<file path="src/rtl/tmr_pkg.sv">
package tmr_pkg;
  localparam int DW    = 32;
  localparam int WIN_W = 6;

  localparam logic [WIN_W-1:0] OFS_RST  = 6'h00;
  localparam logic [WIN_W-1:0] OFS_RUN  = 6'h04;
  localparam logic [WIN_W-1:0] OFS_STOP = 6'h08;
  localparam logic [WIN_W-1:0] OFS_MODE = 6'h0C;
  localparam logic [WIN_W-1:0] OFS_STAT = 6'h10;
  localparam logic [WIN_W-1:0] OFS_CNT  = 6'h14;
  localparam logic [WIN_W-1:0] OFS_TC   = 6'h18;
  localparam logic [WIN_W-1:0] OFS_IE   = 6'h1C;
  localparam logic [WIN_W-1:0] OFS_ACK  = 6'h20;

  localparam logic [3:0] ST_IDLE = 4'd1;
  localparam logic [3:0] ST_RUN  = 4'd2;
  localparam int         ACK_BIT = 7;

  typedef struct packed {
    logic rst;
    logic run;
    logic stop;
    logic mode;
    logic tc;
    logic ie;
    logic ack;
  } chan_wr_t;

  localparam int WR_W = $bits(chan_wr_t);
endpackage

</file>
<file path="src/rtl/tmr_regdec.sv">
module tmr_regdec
  import tmr_pkg::*;
#(
  parameter int NUM_CH = 4,
  parameter int ADDR_W = 9
) (
  input  logic              clk_i,
  input  logic              rst_ni,
  input  logic              req_i,
  input  logic              we_i,
  input  logic [ADDR_W-1:0] addr_i,
  output chan_wr_t          wr_o [NUM_CH],
  output logic              crc_we_o
);
  localparam int              CH_W     = $clog2(NUM_CH);
  localparam logic [ADDR_W-1:0] CRC_ADDR = ADDR_W'(NUM_CH << WIN_W);

  logic            wr_en;
  logic [CH_W-1:0] ch;
  logic [WIN_W-1:0] ofs;

  assign wr_en    = req_i && we_i;
  assign ch       = addr_i[WIN_W +: CH_W];
  assign ofs      = addr_i[WIN_W-1:0];
  assign crc_we_o = wr_en && (addr_i == CRC_ADDR);

  always_comb begin
    for (int i = 0; i < NUM_CH; i++) wr_o[i] = '0;
    if (wr_en && (addr_i < CRC_ADDR)) begin
      unique case (ofs)
        OFS_RST:  wr_o[ch].rst  = 1'b1;
        OFS_RUN:  wr_o[ch].run  = 1'b1;
        OFS_STOP: wr_o[ch].stop = 1'b1;
        OFS_MODE: wr_o[ch].mode = 1'b1;
        OFS_TC:   wr_o[ch].tc   = 1'b1;
        OFS_IE:   wr_o[ch].ie   = 1'b1;
        OFS_ACK:  wr_o[ch].ack  = 1'b1;
        default:  ;
      endcase
    end
  end

  logic [NUM_CH*WR_W-1:0] wr_flat;
  for (genvar g = 0; g < NUM_CH; g++) begin : g_flat
    assign wr_flat[g*WR_W +: WR_W] = wr_o[g];
  end


  one_strobe_chk: assert property (@(posedge clk_i) disable iff (!rst_ni)
    $onehot0({wr_flat, crc_we_o}));


  strobe_needs_wr_chk: assert property (@(posedge clk_i) disable iff (!rst_ni)
    (|wr_flat) |-> (req_i && we_i && !crc_we_o));
endmodule

</file>
<file path="src/rtl/tmr_channel.sv">
module tmr_channel
  import tmr_pkg::*;
(
  input  logic          clk_i,
  input  logic          rst_ni,
  input  logic          tick_i,
  input  chan_wr_t      wr_i,
  input  logic [DW-1:0] wdata_i,
  output logic [DW-1:0] status_o,
  output logic [DW-1:0] cnt_o,
  output logic [DW-1:0] tc_o,
  output logic          irq_o
);
  logic          run_q, one_q, ie_q, pend_q;
  logic [DW-1:0] cnt_q, tc_q;
  logic          adv, hit, ack_ok;

  assign adv    = run_q && tick_i;
  assign hit    = adv && (cnt_q == tc_q);
  assign ack_ok = wr_i.ack && wdata_i[ACK_BIT];

  always_ff @(posedge clk_i or negedge rst_ni) begin
    if (!rst_ni) begin
      run_q  <= 1'b0;
      one_q  <= 1'b0;
      ie_q   <= 1'b0;
      pend_q <= 1'b0;
      cnt_q  <= '0;
      tc_q   <= '1;
    end else begin
      if (wr_i.mode) one_q <= wdata_i[0];
      if (wr_i.ie)   ie_q  <= wdata_i[0];
      if (wr_i.tc)   tc_q  <= wdata_i;
      if (wr_i.rst) begin
        cnt_q  <= '0;
        pend_q <= 1'b0;
        run_q  <= 1'b0;
      end else begin
        if (adv) cnt_q <= hit ? '0 : cnt_q + 1'b1;
        // a new hit outranks a same-cycle acknowledge
        if (hit)         pend_q <= 1'b1;
        else if (ack_ok) pend_q <= 1'b0;
        if (wr_i.stop)          run_q <= 1'b0;
        else if (wr_i.run)      run_q <= 1'b1;
        else if (hit && one_q)  run_q <= 1'b0;
      end
    end
  end

  assign status_o = {{(DW-8){1'b0}}, pend_q, ie_q, one_q, run_q,
                     run_q ? ST_RUN : ST_IDLE};
  assign cnt_o    = cnt_q;
  assign tc_o     = tc_q;
  assign irq_o    = pend_q && ie_q;


  cnt_hold_chk: assert property (@(posedge clk_i) disable iff (!rst_ni)
    (!(status_o[4] && tick_i) && !wr_i.rst) |=> $stable(cnt_o));


  wrap_chk: assert property (@(posedge clk_i) disable iff (!rst_ni)
    (status_o[4] && tick_i && (cnt_o == tc_o) && !wr_i.rst)
      |=> (cnt_o == '0) && status_o[7]);


  one_stop_chk: assert property (@(posedge clk_i) disable iff (!rst_ni)
    (status_o[4] && status_o[5] && tick_i && (cnt_o == tc_o) && !wr_i.rst && !wr_i.run)
      |=> !status_o[4] && (status_o[3:0] == ST_IDLE));


  rst_cmd_chk: assert property (@(posedge clk_i) disable iff (!rst_ni)
    wr_i.rst |=> (cnt_o == '0) && !status_o[7] && !status_o[4]
                 && (tc_o == $past(tc_o)) && (status_o[6] == $past(status_o[6])));


  ack_hit_chk: assert property (@(posedge clk_i) disable iff (!rst_ni)
    (hit && wr_i.ack && !wr_i.rst) |=> status_o[7]);


  pend_clear_chk: assert property (@(posedge clk_i) disable iff (!rst_ni)
    $fell(status_o[7]) |-> $past(ack_ok || wr_i.rst));
endmodule

</file>
<file path="src/rtl/tmr_bank.sv">
module tmr_bank
  import tmr_pkg::*;
#(
  parameter int NUM_CH = 4,
  parameter int ADDR_W = 9
) (
  input  logic              clk_i,
  input  logic              rst_ni,
  input  logic [NUM_CH-1:0] tick_i,
  input  logic              req_i,
  input  logic              we_i,
  input  logic [ADDR_W-1:0] addr_i,
  input  logic [DW-1:0]     wdata_i,
  output logic [DW-1:0]     rdata_o,
  output logic [NUM_CH-1:0] irq_o,
  output logic              clk_req_o
);
  localparam int                CH_W     = $clog2(NUM_CH);
  localparam logic [ADDR_W-1:0] CRC_ADDR = ADDR_W'(NUM_CH << WIN_W);

  chan_wr_t      wr [NUM_CH];
  logic          crc_we;
  logic          crc_q;
  logic [DW-1:0] st  [NUM_CH];
  logic [DW-1:0] cnt [NUM_CH];
  logic [DW-1:0] tc  [NUM_CH];
  logic [DW-1:0] rd_d, rd_q;
  logic [CH_W-1:0] rd_ch;

  tmr_regdec #(.NUM_CH(NUM_CH), .ADDR_W(ADDR_W)) u_dec (
    .clk_i    (clk_i),
    .rst_ni   (rst_ni),
    .req_i    (req_i),
    .we_i     (we_i),
    .addr_i   (addr_i),
    .wr_o     (wr),
    .crc_we_o (crc_we)
  );

  for (genvar g = 0; g < NUM_CH; g++) begin : g_ch
    tmr_channel u_ch (
      .clk_i    (clk_i),
      .rst_ni   (rst_ni),
      .tick_i   (tick_i[g]),
      .wr_i     (wr[g]),
      .wdata_i  (wdata_i),
      .status_o (st[g]),
      .cnt_o    (cnt[g]),
      .tc_o     (tc[g]),
      .irq_o    (irq_o[g])
    );
  end

  assign rd_ch = addr_i[WIN_W +: CH_W];

  always_comb begin
    rd_d = '0;
    if (addr_i == CRC_ADDR) begin
      rd_d = {{(DW-1){1'b0}}, crc_q};
    end else if (addr_i < CRC_ADDR) begin
      unique case (addr_i[WIN_W-1:0])
        OFS_STAT: rd_d = st[rd_ch];
        OFS_CNT:  rd_d = cnt[rd_ch];
        OFS_TC:   rd_d = tc[rd_ch];
        default:  rd_d = '0;
      endcase
    end
  end

  always_ff @(posedge clk_i or negedge rst_ni) begin
    if (!rst_ni) begin
      crc_q <= 1'b0;
      rd_q  <= '0;
    end else begin
      if (crc_we) crc_q <= wdata_i[0];
      rd_q <= (req_i && !we_i) ? rd_d : '0;
    end
  end

  assign rdata_o   = rd_q;
  assign clk_req_o = crc_q;


  rd_zero_chk: assert property (@(posedge clk_i) disable iff (!rst_ni)
    (req_i && !we_i && (addr_i > CRC_ADDR)) |=> (rdata_o == '0));


  crc_hold_chk: assert property (@(posedge clk_i) disable iff (!rst_ni)
    !crc_we |=> $stable(clk_req_o));
endmodule

</file>
<file path="config.mk">
export PLATFORM = sky130hd
export DESIGN_NAME = tmr_bank
export DESIGN_NICKNAME = d
export VERILOG_FILES = /design/src/rtl/tmr_pkg.sv /design/src/rtl/tmr_regdec.sv /design/src/rtl/tmr_channel.sv /design/src/rtl/tmr_bank.sv
export SDC_FILE = /design/constraint.sdc
export NUM_CORES = 1
export LEC_CHECK = 0
export CAP_MARGIN = 20
export CORE_UTILIZATION = 60
export CTS_CLUSTER_DIAMETER = 120
export DETAILED_ROUTE_END_ITERATION = 8
export PLACE_DENSITY = 0.84
export SLEW_MARGIN = 40
export SYNTH_ARGS = -nofsm -noshare
export SYNTH_HDL_FRONTEND = slang
export SYNTH_SLANG_ARGS = --single-unit
</file>
<file path="constraint.sdc">
create_clock -name clk_i -period 5.6 [get_ports clk_i]
set_input_delay 1.12 -clock clk_i [delete_from_list [all_inputs] [get_ports clk_i]]
set_output_delay 1.12 -clock clk_i [all_outputs]
set_load 0.03 [all_outputs]
</file>
After elaboration in Yosys (flattened, before gate mapping)
Cells that the tools add are included.

Register bits after elaboration: 305. Latch bits: 0. RAM bits: 0. Memory bits (read-only): 0. Bits of input ports: 49. Output and inout bits: 37. Logic and storage cells: 159. Memories kept: 0.

Add/sub/neg operators: 4. Multipliers: 0. Div/mod/pow operators: 0. Order comparisons: 3. Eq/ne operators: 13. Shifts and indexed selects: 0. Multiplexer cells: 73. Bitwise logic cells: 1. Reductions and logical operators: 39.

Operators with widths (count): $mux W32 (21); $pmux W28 S7 (1); $bmux W32 S2 (3); $add A32 B1 Y32 const B (4); $eq A32 B32 Y1 (4); $demux W7 S2 (7); $pmux W32 S3 (1); $mux W1 (29); $mux W28 (1); $logic_and A1 B1 Y1 (25); $eq A6 B5 Y1 const B (4); $reduce_bool A4 Y1 (4); $eq A6 B4 Y1 const B (2); $reduce_bool A3 Y1 (4); $mux W2 (5); $eq A9 B9 Y1 const B (1); $lt A9 B9 Y1 const B (1); $reduce_bool A2 Y1 (4); $mux W7 (1); $eq A6 B3 Y1 const B (1); $eq A6 B6 Y1 const B (1); $logic_not A6 Y1 (1); $mux W6 (1); $mux W5 (1); 6 further kinds (6).

Depth between registers and ports, before layout
Depth after elaboration: 11. Gate-level depth with buffers: 9.

By module
From an unflattened synthesis, not the netlist that was laid out.

Cell total of the unflattened synthesis: 1693. Area, all modules: 19507.5 µm².

By module, submodules not included: tmr_channel (g_ch[2].u_ch ...) (instances 2, cells an instance 351, area an instance 3892.5 µm², sequential area each 1741.7 µm²); tmr_channel (g_ch[0].u_ch ...) (instances 2, cells an instance 333, area an instance 3687.3 µm², sequential area each 1741.7 µm²); tmr_bank (instances 1, cells an instance 274, area an instance 3960.0 µm², sequential area each 825.8 µm²); tmr_regdec (instances 1, cells an instance 51, area an instance 387.9 µm², sequential area each 0.0 µm²).

Least setup slack after synthesis
Ideal clock, no wire load.

Path type: input -> register. From: input addr_i[1]. To: register g_ch[3].u_ch.cnt_q[19]. Arrival: 3.041 ns. Data required time: 5.523 ns. Setup slack: 2.482 ns. Stages on the path: 7. Cells stage by stage: or4_1 buf_2 or4_4 a21boi_4 nand3_2 or3_1 a21oi_1.

Word-level cells in the longest chain between the ends: 4. Elaborated cells on any way between the ends: 13. Classes of those cells: order compare (1); eq/ne (6); mux (3); reduce/logical (3).

RTL lines: from (decl) (line tmr_bank.sv:12) `input logic [ADDR_W-1:0] addr_i,`; $lt A9 B9 Y1, or another cell as far along (line tmr_regdec.sv:29) `if (wr_en && (addr_i < CRC_ADDR)) begin`; $logic_and A1 B1 Y1 or $pmux W28 S7 (tied branches) (line tmr_regdec.sv:29, tmr_regdec.sv:30); $mux W28 (*) (line tmr_regdec.sv:29); $mux W32 or $reduce_bool A2 Y1 (tied branches); to (signal assigned) (line tmr_channel.sv:39) `if (adv) cnt_q <= hit ? '0 : cnt_q + 1'b1;`; to (decl) (line tmr_channel.sv:15) `logic [DW-1:0] cnt_q, tc_q;`.

Mark *: on every way between the ends. The rest lies on a longest branch, timed or not. A chain may end at the register's enable or synchronous reset.

Worst setup path in the final report
From: input addr_i[2]. To: register g_ch[0].u_ch.cnt_q[16].

Word-level cells in the longest chain between the ends: 4. Elaborated cells on any way between the ends: 13. Classes of those cells: order compare (1); eq/ne (6); mux (3); reduce/logical (3).

RTL lines (line): $lt A9 B9 Y1, or another cell as far along (tmr_regdec.sv:29); $logic_and A1 B1 Y1 or $pmux W28 S7 (tied branches) (tmr_regdec.sv:29, tmr_regdec.sv:30); $mux W28 (*) (tmr_regdec.sv:29); $mux W32 or $reduce_bool A2 Y1 (tied branches); to (signal assigned) (tmr_channel.sv:39); to (decl) (tmr_channel.sv:15).

Marked as above.

==> flow_summary.json <==
{
  "grt_max_degree": 146,
  "rsz0062_at_grt": "false",
  "yosysSeqAreaShare": 0.455,
  "grt_pass1_wl_mm": 83.0,
  "ys_ff_latch": 305,
  "synthArstFlopShare": 1.00,
  "powerDensity_mw_per_mm2": 257,
  "clock_skew_ps": 18.0,
  "fin_nets": 1677,
  "crit_start": "addr_i[2]",
  "start_util": 0.613,
  "clkLatencyLatePin_ps": 530,
  "cts_setup_buffers": 0,
  "final_util": 0.700,
  "layout-drive-gt1-share": 0.258,
  "fin_area_mm2": 0.0195,
  "synth_edf_count": 0,
  "root_buffer": "clkbuf_16",
  "syn_to_final_growth_pct": 14.1,
  "dr.pass1.iters": 6,
  "r2r_start": "g_ch[2].u_ch.cnt_o[29]$_DFFE_PN0P_",
  "yosys_warnings": 0,
  "numPortBuffers": 85,
  "drcViolationCount": 0,
  "core-area_mm2": 0.0279,
  "cts.sinks": 305,
  "ctsHtreeMaxLevel": 2,
  "worst_ep_arrival_time_ps": 4440,
  "overflow": 0,
  "crit_path_start_kind": "primary input",
  "cts_resized": 0,
  "drt_iter0_drc": 2002,
  "ir_worst_vdd_mv": 0.206,
  "crit_fanout": 13,
  "hpwlAfterDp_mm": 40.3,
  "cts_made_buffers": 35,
  "clockBufferDepth": 3,
  "path_class": "in -> reg",
  "clk_pin_slew_ps": 60,
  "wl_mm": 55.3,
  "io_pins": 86,
  "setup_viol": 0,
  "cts_tree": "yes",
  "whs_ps": 491,
  "fill_cells": 1977,
  "synth-main-ff-cell": "dfrtp_1",
  "r2r_end": "g_ch[2].u_ch.run_q$_DFFE_PN0P_",
  "die_w_um": 171,
  "endpoint_kind": "flop",
  "worst_pin_slew_ps": 835,
  "dieArea_mm2": 0.0292,
  "fp-row-count": 61,
  "period_needed_ps": 3990,
  "avgSynthCellArea_um2": 10.9,
  "wl_per_cell_um": 27.3,
  "die_h_um": 171,
  "tns_ps": 0,
  "hold_path.class": "in -> async",
  "gp_congestion": 1.03,
  "postCtsHoldBufs": 0,
  "max_slew_margin": 0.442,
  "hold_violations": 0,
  "vias": 13858,
  "slew_violations": 0,
  "syn_nets": 1631,
  "placed_cell_area_mm2": 0.0183,
  "rrSetupSlack_ps": 2810,
  "antenna_left": 0,
  "p_leak_nw": 7.89,
  "rr_worst_depth": 6,
  "grt_usage": 0.391,
  "antenna_cells": 0,
  "vias_per_cell": 6.83,
  "synthesis.area_mm2": 0.0171,
  "clock.fmax_ghz": 0.250,
  "fin_crit_sh": 0.713,
  "status": "finished clean",
  "seq_area_mm2": 0.00779,
  "antenna_found_initial": 1,
  "grt_pass1_vias": 13445,
  "multi_input_area_mm2": 0.00895,
  "yosysUniqueCellTypes": 57,
  "cp.required_ps": 6050,
  "maxCapViolations": 0,
  "syn_inst": 1578
}
## state kept, by name, summed over array words and instances, names as in the netlist
signal	count
clk_req_o	1
g_ch.u_ch.cnt_o	128
g_ch.u_ch.ie_q	4
g_ch.u_ch.one_q	4
g_ch.u_ch.pend_q	4
g_ch.u_ch.run_q	4
g_ch.u_ch.tc_o	128
rdata_o	32
## where the power goes
group | switching (mW) | internal, mW
Combinational | 0.180 | 0.125
Clock | 0.955 | 1.48
Sequential | 0.0453 | 2.25
Total | 1.18 | 3.85
## cells in the final DEF, fill, tap and decap left out, types with 4 or more instances in the layout
cell,netlist,routed
ha_1,4,4
or3_1,7,7
dfrtp_1,177,177
clkbuf_16,0,35
nand2b_1,19,19
and4_1,7,7
a21oi_1,24,24
nor4_1,29,27
nand3_1,65,65
clkinv_2,0,8
and3_1,25,25
inv_1,20,20
mux2_2,131,131
dfstp_2,128,128
xor2_1,62,62
mux2i_1,12,12
nor2b_1,7,7
nand4_1,85,85
o21ai_0,25,24
and2_1,19,19
a22oi_1,28,28
xnor2_1,159,159
nand2_1,96,93
clkbuf_8,0,7
nor3_1,33,33
buf_4,4,14
bufinv_16,0,5
mux4_2,68,68
clkdlybuf4s50_1,0,82
nor2_1,204,201
a2bb2oi_1,6,6
## metal layers
metal / vias up / part of all wire / global-route usage
li1: 5725 / - / -
met2: 988 / 0.44 / 0.577
met3: 201 / 0.14 / 0.134
met1: 6944 / 0.36 / 0.521
met4: 0 / 0.052 / 0.181
met5: - / 0 / 0
## cells by family (layout without fill, tap and decap cells)
family	Yosys count	count (layout)	synth area share
and+or+nand+nor	613	613	0.176
adders and majority gates	4	4	0.00292
AOI/OAI and AO/OA	110	110	0.0440
xor gates and xnor gates	221	221	0.113
muxes	211	211	0.183
buffers and inverters	114	187	0.0267
DFF	305	305	0.455
## synthesized netlist by cell type (all sizes together), types with 3 or more instances
| cell type | count | area, µm² |
|---|---|---|
| and4 | 7 | 61.3 |
| dfrtp | 177 | 4430 |
| nand4 | 85 | 532 |
| a2bb2oi | 6 | 52.6 |
| mux2 | 131 | 1480 |
| ha | 4 | 50.1 |
| clkbuf | 69 | 260 |
| o41ai | 4 | 42.6 |
| nand2b | 19 | 119 |
| o21ai | 25 | 125 |
| and2 | 19 | 119 |
| nand3b | 3 | 22.5 |
| nand2 | 96 | 360 |
| o211ai | 3 | 22.5 |
| mux2i | 12 | 120 |
| inv | 20 | 75.1 |
| or3 | 7 | 43.8 |
| buf | 25 | 123 |
| a21oi | 24 | 120 |
| a22oi | 28 | 210 |
| nor2b | 7 | 43.8 |
| xor2 | 62 | 543 |
| nor4 | 30 | 194 |
| nor3 | 33 | 165 |
| xnor2 | 159 | 1390 |
| a21o | 3 | 22.5 |
| or4 | 3 | 26.3 |
| dfstp | 128 | 3360 |
| or2 | 4 | 25.0 |
| mux4 | 68 | 1530 |
| nor2 | 204 | 766 |
| nand3 | 66 | 335 |
| nand4b | 3 | 26.3 |
| and3 | 25 | 156 |
## area by class of cell
type	instances	share of cell area
Multi-Input combinational cell	1159	0.458
Clock inverter	19	0.0120
Inverter	20	0.00384
Clock buffer	45	0.0503
Tap cell	378	0.0242
Sequential cell	305	0.399
Timing Repair Buffer	103	0.0531
## worst max-delay path: stages
cell,delay (ps)
clkdlybuf4s50_1,650
nor2_1,730
a41o_1,480
nor2b_1,710
nand3_1,250
or3_1,360
a21oi_1,140
## through the flow
stage	worst slack [ps]	std cells	power, mW
after floorplan	2480	1578	2.46
after global placement	1310	1963	2.61
after detailed placement	1270	1964	2.62
after CTS	1810	2028	5.03
after global routing	1560	2029	5.15
final	1610	2029	5.03
## how the worst max path moves through the flow
stage                                               to  slack [ps]  depth (start not counted)
finish              g_ch[0].u_ch.cnt_o[16]$_DFFE_PN0P_        1610                          7
global route        g_ch[0].u_ch.cnt_o[16]$_DFFE_PN0P_        1560                          7
floorplan           g_ch[3].u_ch.cnt_o[19]$_DFFE_PN0P_        2480                          7
global placement    g_ch[0].u_ch.cnt_o[16]$_DFFE_PN0P_        1310                          7
detailed placement  g_ch[0].u_ch.cnt_o[16]$_DFFE_PN0P_        1270                          7
CTS                 g_ch[0].u_ch.cnt_o[16]$_DFFE_PN0P_        1810                          7
Power figures use the tool's default switching activity.
